===== config.mk =====
export PLATFORM = sky130hd
export DESIGN_NAME = rename_table
export DESIGN_NICKNAME = d
export VERILOG_FILES = /design/src/rtl/rt_pkg.sv /design/src/rtl/rt_status.sv /design/src/rtl/rt_values.sv /design/src/rtl/rt_src_port.sv /design/src/rtl/rename_table.sv
export SDC_FILE = /design/constraint.sdc
export NUM_CORES = 2
export LEC_CHECK = 0
export BUFFER_PORTS_ARGS = -buffer_cell sky130_fd_sc_hd__buf_2
export CAP_MARGIN = 15
export CORE_ASPECT_RATIO = 2
export CORE_MARGIN = 5
export CORE_UTILIZATION = 60
export DETAILED_ROUTE_END_ITERATION = 12
export MAX_ROUTING_LAYER = met4
export PLACE_DENSITY = 0.8
export SETUP_SLACK_MARGIN = 0.5
export SYNTH_ARGS = -nofsm -noshare
export SYNTH_HDL_FRONTEND = slang
export SYNTH_SLANG_ARGS = --single-unit

===== constraint.sdc =====
create_clock -name clk -period 23.3 [get_ports clk]
set_clock_uncertainty 0.15 [all_clocks]
set_input_delay 3.495 -clock clk [delete_from_list [all_inputs] [get_ports clk]]
set_output_delay 3.495 -clock clk [all_outputs]
set_load 0.01 [all_outputs]

===== src/rtl/rt_pkg.sv =====
package rt_pkg;
  localparam int unsigned RT_NREG   = 16;
  localparam int unsigned RT_TAG_W  = 4;
  localparam int unsigned RT_DATA_W = 64;

  typedef enum logic [1:0] {
    SRC_REG  = 2'd0,
    SRC_BUS  = 2'd1,
    SRC_PEND = 2'd2
  } src_sel_e;
endpackage


===== src/rtl/rt_status.sv =====
module rt_status #(
  parameter int unsigned NREG  = 16,
  parameter int unsigned TAG_W = 4,
  localparam int unsigned IDX_W = $clog2(NREG)
) (
  input  logic             clk,
  input  logic             rst,
  input  logic             ren_vld,
  input  logic [IDX_W-1:0] ren_dst,
  input  logic [TAG_W-1:0] ren_tag,
  input  logic             bus_vld,
  input  logic [TAG_W-1:0] bus_tag,
  output logic [TAG_W-1:0] stat_o [NREG],
  output logic             wen_o  [NREG]
);
  logic [TAG_W-1:0] stat_q [NREG];

  for (genvar k = 0; k < NREG; k++) begin : g_ent
    logic hit, ren;
    assign hit = bus_vld && (bus_tag != '0) && (stat_q[k] == bus_tag);
    assign ren = ren_vld && (ren_dst == IDX_W'(k));
    assign wen_o[k]  = hit && !ren;
    assign stat_o[k] = stat_q[k];

    always_ff @(posedge clk) begin
      if (rst)      stat_q[k] <= '0;
      else if (ren) stat_q[k] <= ren_tag;
      else if (hit) stat_q[k] <= '0;
    end

    AST_BUS_CLEARS: assert property (@(posedge clk) disable iff (rst)
      (bus_vld && bus_tag != '0 && stat_q[k] == bus_tag && !ren) |=> stat_q[k] == '0);
    AST_RENAME_WINS: assert property (@(posedge clk) disable iff (rst)
      (ren_vld && ren_dst == IDX_W'(k)) |=> stat_q[k] == $past(ren_tag));
    AST_STALE_HOLD: assert property (@(posedge clk) disable iff (rst)
      (!(ren_vld && ren_dst == IDX_W'(k)) && !(bus_vld && stat_q[k] == bus_tag && bus_tag != '0))
      |=> $stable(stat_q[k]));
  end
endmodule


===== src/rtl/rt_values.sv =====
module rt_values #(
  parameter int unsigned NREG   = 16,
  parameter int unsigned DATA_W = 64
) (
  input  logic              clk,
  input  logic              rst,
  input  logic              wen    [NREG],
  input  logic [DATA_W-1:0] bus_data,
  output logic [DATA_W-1:0] val_o  [NREG]
);
  // Flat array with a common write datum; every entry loads the same bus word.
  logic [DATA_W-1:0] mem_q [NREG];

  for (genvar k = 0; k < NREG; k++) begin : g_reg
    always_ff @(posedge clk) begin
      if (rst)         mem_q[k] <= '0;
      else if (wen[k]) mem_q[k] <= bus_data;
    end
    assign val_o[k] = mem_q[k];

    AST_VAL_HOLD: assert property (@(posedge clk) disable iff (rst)
      !wen[k] |=> $stable(mem_q[k]));
    AST_VAL_LOAD: assert property (@(posedge clk) disable iff (rst)
      wen[k] |=> mem_q[k] == $past(bus_data));
  end
endmodule


===== src/rtl/rt_src_port.sv =====
module rt_src_port
  import rt_pkg::*;
#(
  parameter int unsigned TAG_W  = 4,
  parameter int unsigned DATA_W = 64
) (
  input  logic              clk,
  input  logic              rst,
  input  logic              rd_en,
  input  logic [TAG_W-1:0]  ent_tag,
  input  logic [DATA_W-1:0] ent_val,
  input  logic              bus_vld,
  input  logic [TAG_W-1:0]  bus_tag,
  input  logic [DATA_W-1:0] bus_data,
  output logic [DATA_W-1:0] op_val,
  output logic [TAG_W-1:0]  op_tag
);
  src_sel_e sel;

  always_comb begin
    if (ent_tag == '0)                         sel = SRC_REG;
    else if (bus_vld && bus_tag == ent_tag)    sel = SRC_BUS;
    else                                       sel = SRC_PEND;
  end

  always_ff @(posedge clk) begin
    if (rst) begin
      op_val <= '0;
      op_tag <= '0;
    end else if (rd_en) begin
      unique case (sel)
        SRC_REG:  begin op_val <= ent_val;  op_tag <= '0;      end
        SRC_BUS:  begin op_val <= bus_data; op_tag <= '0;      end
        default:  begin op_val <= '0;       op_tag <= ent_tag; end
      endcase
    end
  end

  AST_BYPASS: assert property (@(posedge clk) disable iff (rst)
    (rd_en && ent_tag != '0 && bus_vld && bus_tag == ent_tag)
    |=> (op_tag == '0 && op_val == $past(bus_data)));
  AST_PEND_ZERO: assert property (@(posedge clk) disable iff (rst)
    (op_tag != '0) |-> (op_val == '0));
  AST_IDLE_HOLD: assert property (@(posedge clk) disable iff (rst)
    !rd_en |=> ($stable(op_val) && $stable(op_tag)));
endmodule


===== src/rtl/rename_table.sv =====
module rename_table
  import rt_pkg::*;
#(
  parameter int unsigned NREG   = RT_NREG,
  parameter int unsigned TAG_W  = RT_TAG_W,
  parameter int unsigned DATA_W = RT_DATA_W,
  localparam int unsigned IDX_W = $clog2(NREG)
) (
  input  logic              clk,
  input  logic              rst,
  input  logic              iss_vld,
  input  logic [IDX_W-1:0]  iss_src_a,
  input  logic [IDX_W-1:0]  iss_src_b,
  input  logic              iss_wr,
  input  logic [IDX_W-1:0]  iss_dst,
  input  logic [TAG_W-1:0]  iss_tag,
  input  logic              cdb_vld,
  input  logic [TAG_W-1:0]  cdb_tag,
  input  logic [DATA_W-1:0] cdb_data,
  output logic [DATA_W-1:0] opa_val,
  output logic [TAG_W-1:0]  opa_tag,
  output logic [DATA_W-1:0] opb_val,
  output logic [TAG_W-1:0]  opb_tag
);
  localparam int unsigned NPORT = 2;

  logic [TAG_W-1:0]  stat [NREG];
  logic              wen  [NREG];
  logic [DATA_W-1:0] vals [NREG];
  logic              ren_vld;

  logic [IDX_W-1:0]  src_idx [NPORT];
  logic [DATA_W-1:0] p_val   [NPORT];
  logic [TAG_W-1:0]  p_tag   [NPORT];

  assign ren_vld    = iss_vld && iss_wr;
  assign src_idx[0] = iss_src_a;
  assign src_idx[1] = iss_src_b;

  rt_status #(.NREG(NREG), .TAG_W(TAG_W)) u_status (
    .clk(clk), .rst(rst),
    .ren_vld(ren_vld), .ren_dst(iss_dst), .ren_tag(iss_tag),
    .bus_vld(cdb_vld), .bus_tag(cdb_tag),
    .stat_o(stat), .wen_o(wen)
  );

  rt_values #(.NREG(NREG), .DATA_W(DATA_W)) u_values (
    .clk(clk), .rst(rst), .wen(wen), .bus_data(cdb_data), .val_o(vals)
  );

  for (genvar p = 0; p < NPORT; p++) begin : g_port
    rt_src_port #(.TAG_W(TAG_W), .DATA_W(DATA_W)) u_port (
      .clk(clk), .rst(rst), .rd_en(iss_vld),
      .ent_tag(stat[src_idx[p]]), .ent_val(vals[src_idx[p]]),
      .bus_vld(cdb_vld), .bus_tag(cdb_tag), .bus_data(cdb_data),
      .op_val(p_val[p]), .op_tag(p_tag[p])
    );
  end

  assign opa_val = p_val[0];
  assign opa_tag = p_tag[0];
  assign opb_val = p_val[1];
  assign opb_tag = p_tag[1];

  AST_ISSUE_TAG_NZ: assert property (@(posedge clk) disable iff (rst)
    (iss_vld && iss_wr) |-> iss_tag != '0);
  AST_RESET_BLANK: assert property (@(posedge clk)
    rst |=> (opa_tag == '0 && opb_tag == '0 && opa_val == '0 && opb_val == '0));
endmodule


-- Word-level counts from Yosys, hierarchy flattened
Memory sizes are Yosys's and may differ from the RTL's.
Index checks and enable logic that the tools add are counted.
- RAM bits: 1088
- bits in registers: 136
- memories: 2
- logic and storage cells: 399
- memories (memory ; words ; bits a word ; read ports ; clocked after Yosys merged registers in ; wr ports ; line ; source):
    u_values.mem_q ; 16 ; 64 ; 16 ; 0 ; 16 ; rt_values.sv:12 ; logic [DATA_W-1:0] mem_q [NREG];
    u_status.stat_q ; 16 ; 4 ; 16 ; 0 ; 16 ; rt_status.sv:16 ; logic [TAG_W-1:0] stat_q [NREG];
- equal/unequal tests: 35
- muxes and demuxes: 230
- reduce and logical (&&, ||, !) cells: 76
- $lt $le $gt $ge: 2
- bitwise operators: 50
- operators with widths (kind ; number):
    $mux W64 ; 20
    $bmux W64 S4 ; 2
    $pmux W64 S2 ; 2
    $mux W1 ; 162
    $mux W4 ; 38
    $eq A4 B4 Y1 ; 18
    $logic_and A1 B1 Y1 ; 52
    $or A1 B1 Y1 ; 48
    $bmux W4 S4 ; 2
    $eq A4 B4 Y1 const B ; 8
    $eq A4 B3 Y1 const B ; 4
    $logic_not A1 Y1 ; 16
    $logic_not A4 Y1 ; 3
    $ge A5 B5 Y1 const B ; 2
    $not A4 Y5 ; 2
    $eq A4 B2 Y1 const B ; 2
    $mux W2 ; 4
    $eq A2 B1 Y1 const B ; 2
    $eq A4 B1 Y1 const B ; 1
    $logic_not A2 Y1 ; 2
    $reduce_bool A4 Y1 ; 1
    $reduce_or A2 Y1 ; 2

-- Logic depth before layout (Yosys ltp)
- word-level depth: 11
- depth in mapped cells: 11
- depth with buffers taken out: 7

-- Hierarchy
From an unflattened synthesis, not the netlist that was laid out.
- cells, all modules: 4488
- area, all modules: 67902.6 um^2
- by module, submodules not included (module ; area an instance (um^2) ; sequential area each (um^2) ; times used ; cells an instance):
    rt_values ; 41533.6 ; 30749.5 ; 1 ; 2355
    rename_table ; 15683.8 ; 0.0 ; 1 ; 1143
    rt_src_port ; 3564.7 ; 1361.3 ; 2 ; 341
    rt_status ; 3555.9 ; 1921.8 ; 1 ; 308

-- Worst setup path before layout
OpenSTA, ideal clock, no wires.
- kind: input to register
- start point: input port cdb_tag[0]
- end point: memory u_status.stat_q[14][0] (netlist: u_status.stat_q[1][24]) (enable)
- arrival: 9929 ps
- path slack: 12902 ps
- data required time: 22831 ps
- buffers on the path: 2
- setup time: 319 ps
- stages on the path: 6
- cell sequence: buf_1 -> buf_1 -> xnor2_1 -> nand4_1 -> o31ai_1 -> nand2b_1
- RTL lines (element ; line ; source):
    start, declared ; rename_table.sv:18 ; input logic [TAG_W-1:0] cdb_tag,
    end, declared ; rt_status.sv:16 ;

-- Final worst setup path
- start point: input port iss_src_a[1]
- end point: register g_port[0].u_port.op_val[50]
- cells in the longest elaborated chain, start to end: 10
- RTL lines (element ; line ; source):
    start, declared ; rename_table.sv:12 ; input logic [IDX_W-1:0] iss_src_a,
    $not A4 Y5 (implied by the code) (*) ; rename_table.sv:54 ; .ent_tag(stat[src_idx[p]]), .ent_val(vals[src_idx[p]]),
    $bmux W4 S4 ; rename_table.sv:54 ;
    $mux W4 (implied by the code) (2 in series) ; rename_table.sv:54 ;
    $eq A4 B4 Y1 ; rt_src_port.sv:22 ; else if (bus_vld && bus_tag == ent_tag) sel = SRC_BUS;
    $logic_and A1 B1 Y1 ; rt_src_port.sv:22 ;
    $mux W2 ; rt_src_port.sv:22 ;
    $mux W2 ; rt_src_port.sv:21 ; if (ent_tag == '0) sel = SRC_REG;
    $eq A2 B1 Y1 or $logic_not A2 Y1 (tied branches) ; rt_src_port.sv:31 ; unique case (sel)
    $pmux W64 S2 (*) ; rt_src_port.sv:31 ;
    end signal, assigned ; rt_src_port.sv:32 ; SRC_REG: begin op_val <= ent_val; op_tag <= '0; end
    end signal, assigned ; rt_src_port.sv:33 ; SRC_BUS: begin op_val <= bus_data; op_tag <= '0; end
    end signal, assigned ; rt_src_port.sv:34 ; default: begin op_val <= '0; op_tag <= ent_tag; end
    end, declared ; rt_src_port.sv:15 ; output logic [DATA_W-1:0] op_val,
Every way passes the cells marked *; elsewhere a longest branch is shown, timed or not. The select of a mux whose other input is x is not followed.
A chain may end at the register's enable or synchronous reset.

==> flow_summary.json <==
{
  "outcome": "finished, final reports clean",
  "clkSlewWorstSetupHoldPaths_ns": 0.07,
  "synth_area_mm2": 0.0635,
  "drv_slew": 0,
  "tightestPinTransition_ns": 1.31,
  "vias_per_cell": 7.34,
  "drt_first_iter_violations": 6629,
  "grt_pass1_vias": 43000,
  "holdWs_ns": 0.321,
  "finalCritPeriodShare_pct": 33.3,
  "required_ns": 23.81,
  "fp.dieW_um": 240,
  "dr.pass1.iters": 8,
  "post_cts_buffers": 0,
  "final_util_pct": 66.2,
  "setup.worst_path.start_class": "input pin",
  "gp_congestion": 0.850,
  "dieArea_mm2": 0.113,
  "synthXorXnorAreaFrac_pct": 0.980,
  "vias": 41800,
  "synth_fa_ha_area_share_pct": 0,
  "final.fill_count": 6971,
  "area_delta_synth_final_pct": 9.46,
  "cts_resized": 0,
  "clk_path_buf_depth": 3,
  "worstHoldPathType": "reg2reg",
  "placed_cells": 5466,
  "start_util_pct": 60.5,
  "synth_top_cell_area_share_pct": 51.5,
  "synth_edf_count": 1088,
  "fp.dieH_um": 470,
  "maxSlewHeadroom_pct": 12.4,
  "hpwl_um": 109000,
  "grt_overflow": 0,
  "yosysTopAreaCell": "edfxtp_1",
  "synth_top_family_by_area": "multiplexers",
  "worstPathArrival_ns": 8.27,
  "multi_input_area_mm2": 0.0265,
  "cts_buffers": 104,
  "ir_drop_mv": 0.0664,
  "grt_setup_unrepaired": "false",
  "ys_warn_count": 0,
  "row_count": 168,
  "h-tree-depth": 3,
  "fin_cells": 5697,
  "synth_seq_cells": 1224,
  "synthFlopType": "edfxtp_1",
  "hold_violations": 0,
  "synth_area_leaders": "edfxtp_1 (51%), mux4_2 (24%), and2_1 (11%), dfxtp_1 (4.3%), clkbuf_1 (1.9%)",
  "async_flop_share_pct": 0,
  "cts-root-buf": "clkbuf_16",
  "p_leak_nw": 24.9,
  "min_period_ns": 7.76,
  "cts_tree": "yes",
  "total_power_mw": 5.07,
  "end_kind": "register",
  "grt_max_degree": 141,
  "maxCapViolations": 0,
  "portBuffers": 224,
  "layout-drive-gt1-share_pct": 27.8,
  "path_max_fanout": 72,
  "drcViolationCount": 0,
  "postCtsHoldBufs": 0,
  "nNetsFinal": 4301,
  "setup_viol": 0,
  "power_density_mw_per_mm2": 73.0,
  "grt_usage_pct": 36.5,
  "synth_area_per_cell_um2": 15.1,
  "synth_compound_area_share_pct": 2.26,
  "grt_antenna_before_repair": 28,
  "yosys.cell_types.count": 34,
  "synth_mux_area_share_pct": 24.2,
  "synth_cells": 4207,
  "seq_area_frac_synth_pct": 55.8,
  "drtAntennaViolNets": 0,
  "finalSetupTns_ns": 0,
  "critPathKind": "in2reg",
  "synthSimpleGateAreaFrac_pct": 13.8,
  "ios": 225,
  "routedWlPerCell_um": 35.2,
  "grt_pass1_wl_um": 289000,
  "clock_sinks": 1224,
  "yosys-top-cells-count": "and2_1 (1088), edfxtp_1 (1088), mux4_2 (674)",
  "seq_area_mm2": 0.0354,
  "clock_latency_ns": 0.76,
  "syn-num-nets": 4296,
  "max_freq_mhz": 129,
  "wl_um": 201000,
  "core-area_mm2": 0.105
}
==> power by group <==
group	total (mW)	switching, mW	internal (mW)
combinational	0.628	0.376	0.252
sequential	2.56	0.0664	2.50
clock	1.88	0.841	1.04
total	5.07	1.28	3.79
==> sequential cells by signal (all words and copies together) (netlist names) <==
name	flops
g_port.u_port.op_tag	8
g_port.u_port.op_val	128
u_values.mem_q	1024
u_status.stat_q	64
==> critical path: stages <==
cell	delay, ns
buf_8	0.53
buf_4	1.00
mux4_2	0.61
mux2i_1	0.21
mux2i_1	0.17
or4_4	0.71
buf_4	0.34
buf_4	0.43
o21ai_0	0.33
a31oi_1	0.07
nor3_1	0.18
==> routing by layer <==
| metal | track usage [%] | share of wire [%] |
|---|---|---|
| met5 | - | 0 |
| met4 | 21.1 | 6.8 |
| met3 | 8.30 | 13 |
| met2 | 57.1 | 49 |
| met1 | 43.8 | 31 |
==> final timing paths <==
| check | startpoint | end | slack, ns | cells past startpoint |
|---|---|---|---|---|
| max reg2reg | u_status.stat_q[1][26] | g_port[0].u_port.op_val[50] | 19.41 | 9 |
| min | g_port[1].u_port.op_val[22] | g_port[1].u_port.op_val[22] | 0.32 | 2 |
| max | iss_src_a[1] | g_port[0].u_port.op_val[50] | 15.54 | 11 |
| min reg2reg | g_port[1].u_port.op_val[22] | g_port[1].u_port.op_val[22] | 0.32 | 2 |
==> placed cells by master, fill, tap and decap left out, types with 80 or more instances in the layout <==
cell type	instances
and2_1	1088
buf_2	214
buf_4	90
clkbuf_16	104
dfxtp_1	136
edfxtp_1	1088
mux4_2	674
nand2_1	80
nand3_1	81
nor2_1	151
==> metrics by stage <==
stage                     area (µm²)  worst slack [ns]
after global placement         65800             14.92
after floorplan                63500             12.90
final                          69500             15.54
after global routing           69500             15.35
after CTS                      69400             15.66
after detailed placement       65800             14.87
==> kinds of logic (layout without fill, tap and decap cells) <==
logic type | count (synthesis) | count (layout)
xor gates and xnor gates | 71 | 71
muxes | 692 | 692
DFF | 1224 | 1224
and+or+nand+nor | 1526 | 1526
buffers and inverters | 482 | 579
AOI/OAI and AO/OA | 212 | 212
other | 0 | 33
==> cell type report <==
type | count | area share [%]
clock inverter | 61 | 1.16
multi-input combinational | 2501 | 38.2
timing repair buffer | 314 | 2.73
clock buffer | 137 | 4.10
inverter | 67 | 0.362
sequential | 1224 | 50.9
tap | 1360 | 2.45
antenna | 33 | 0.119
No activity file was read; power rests on OpenSTA's default activity.
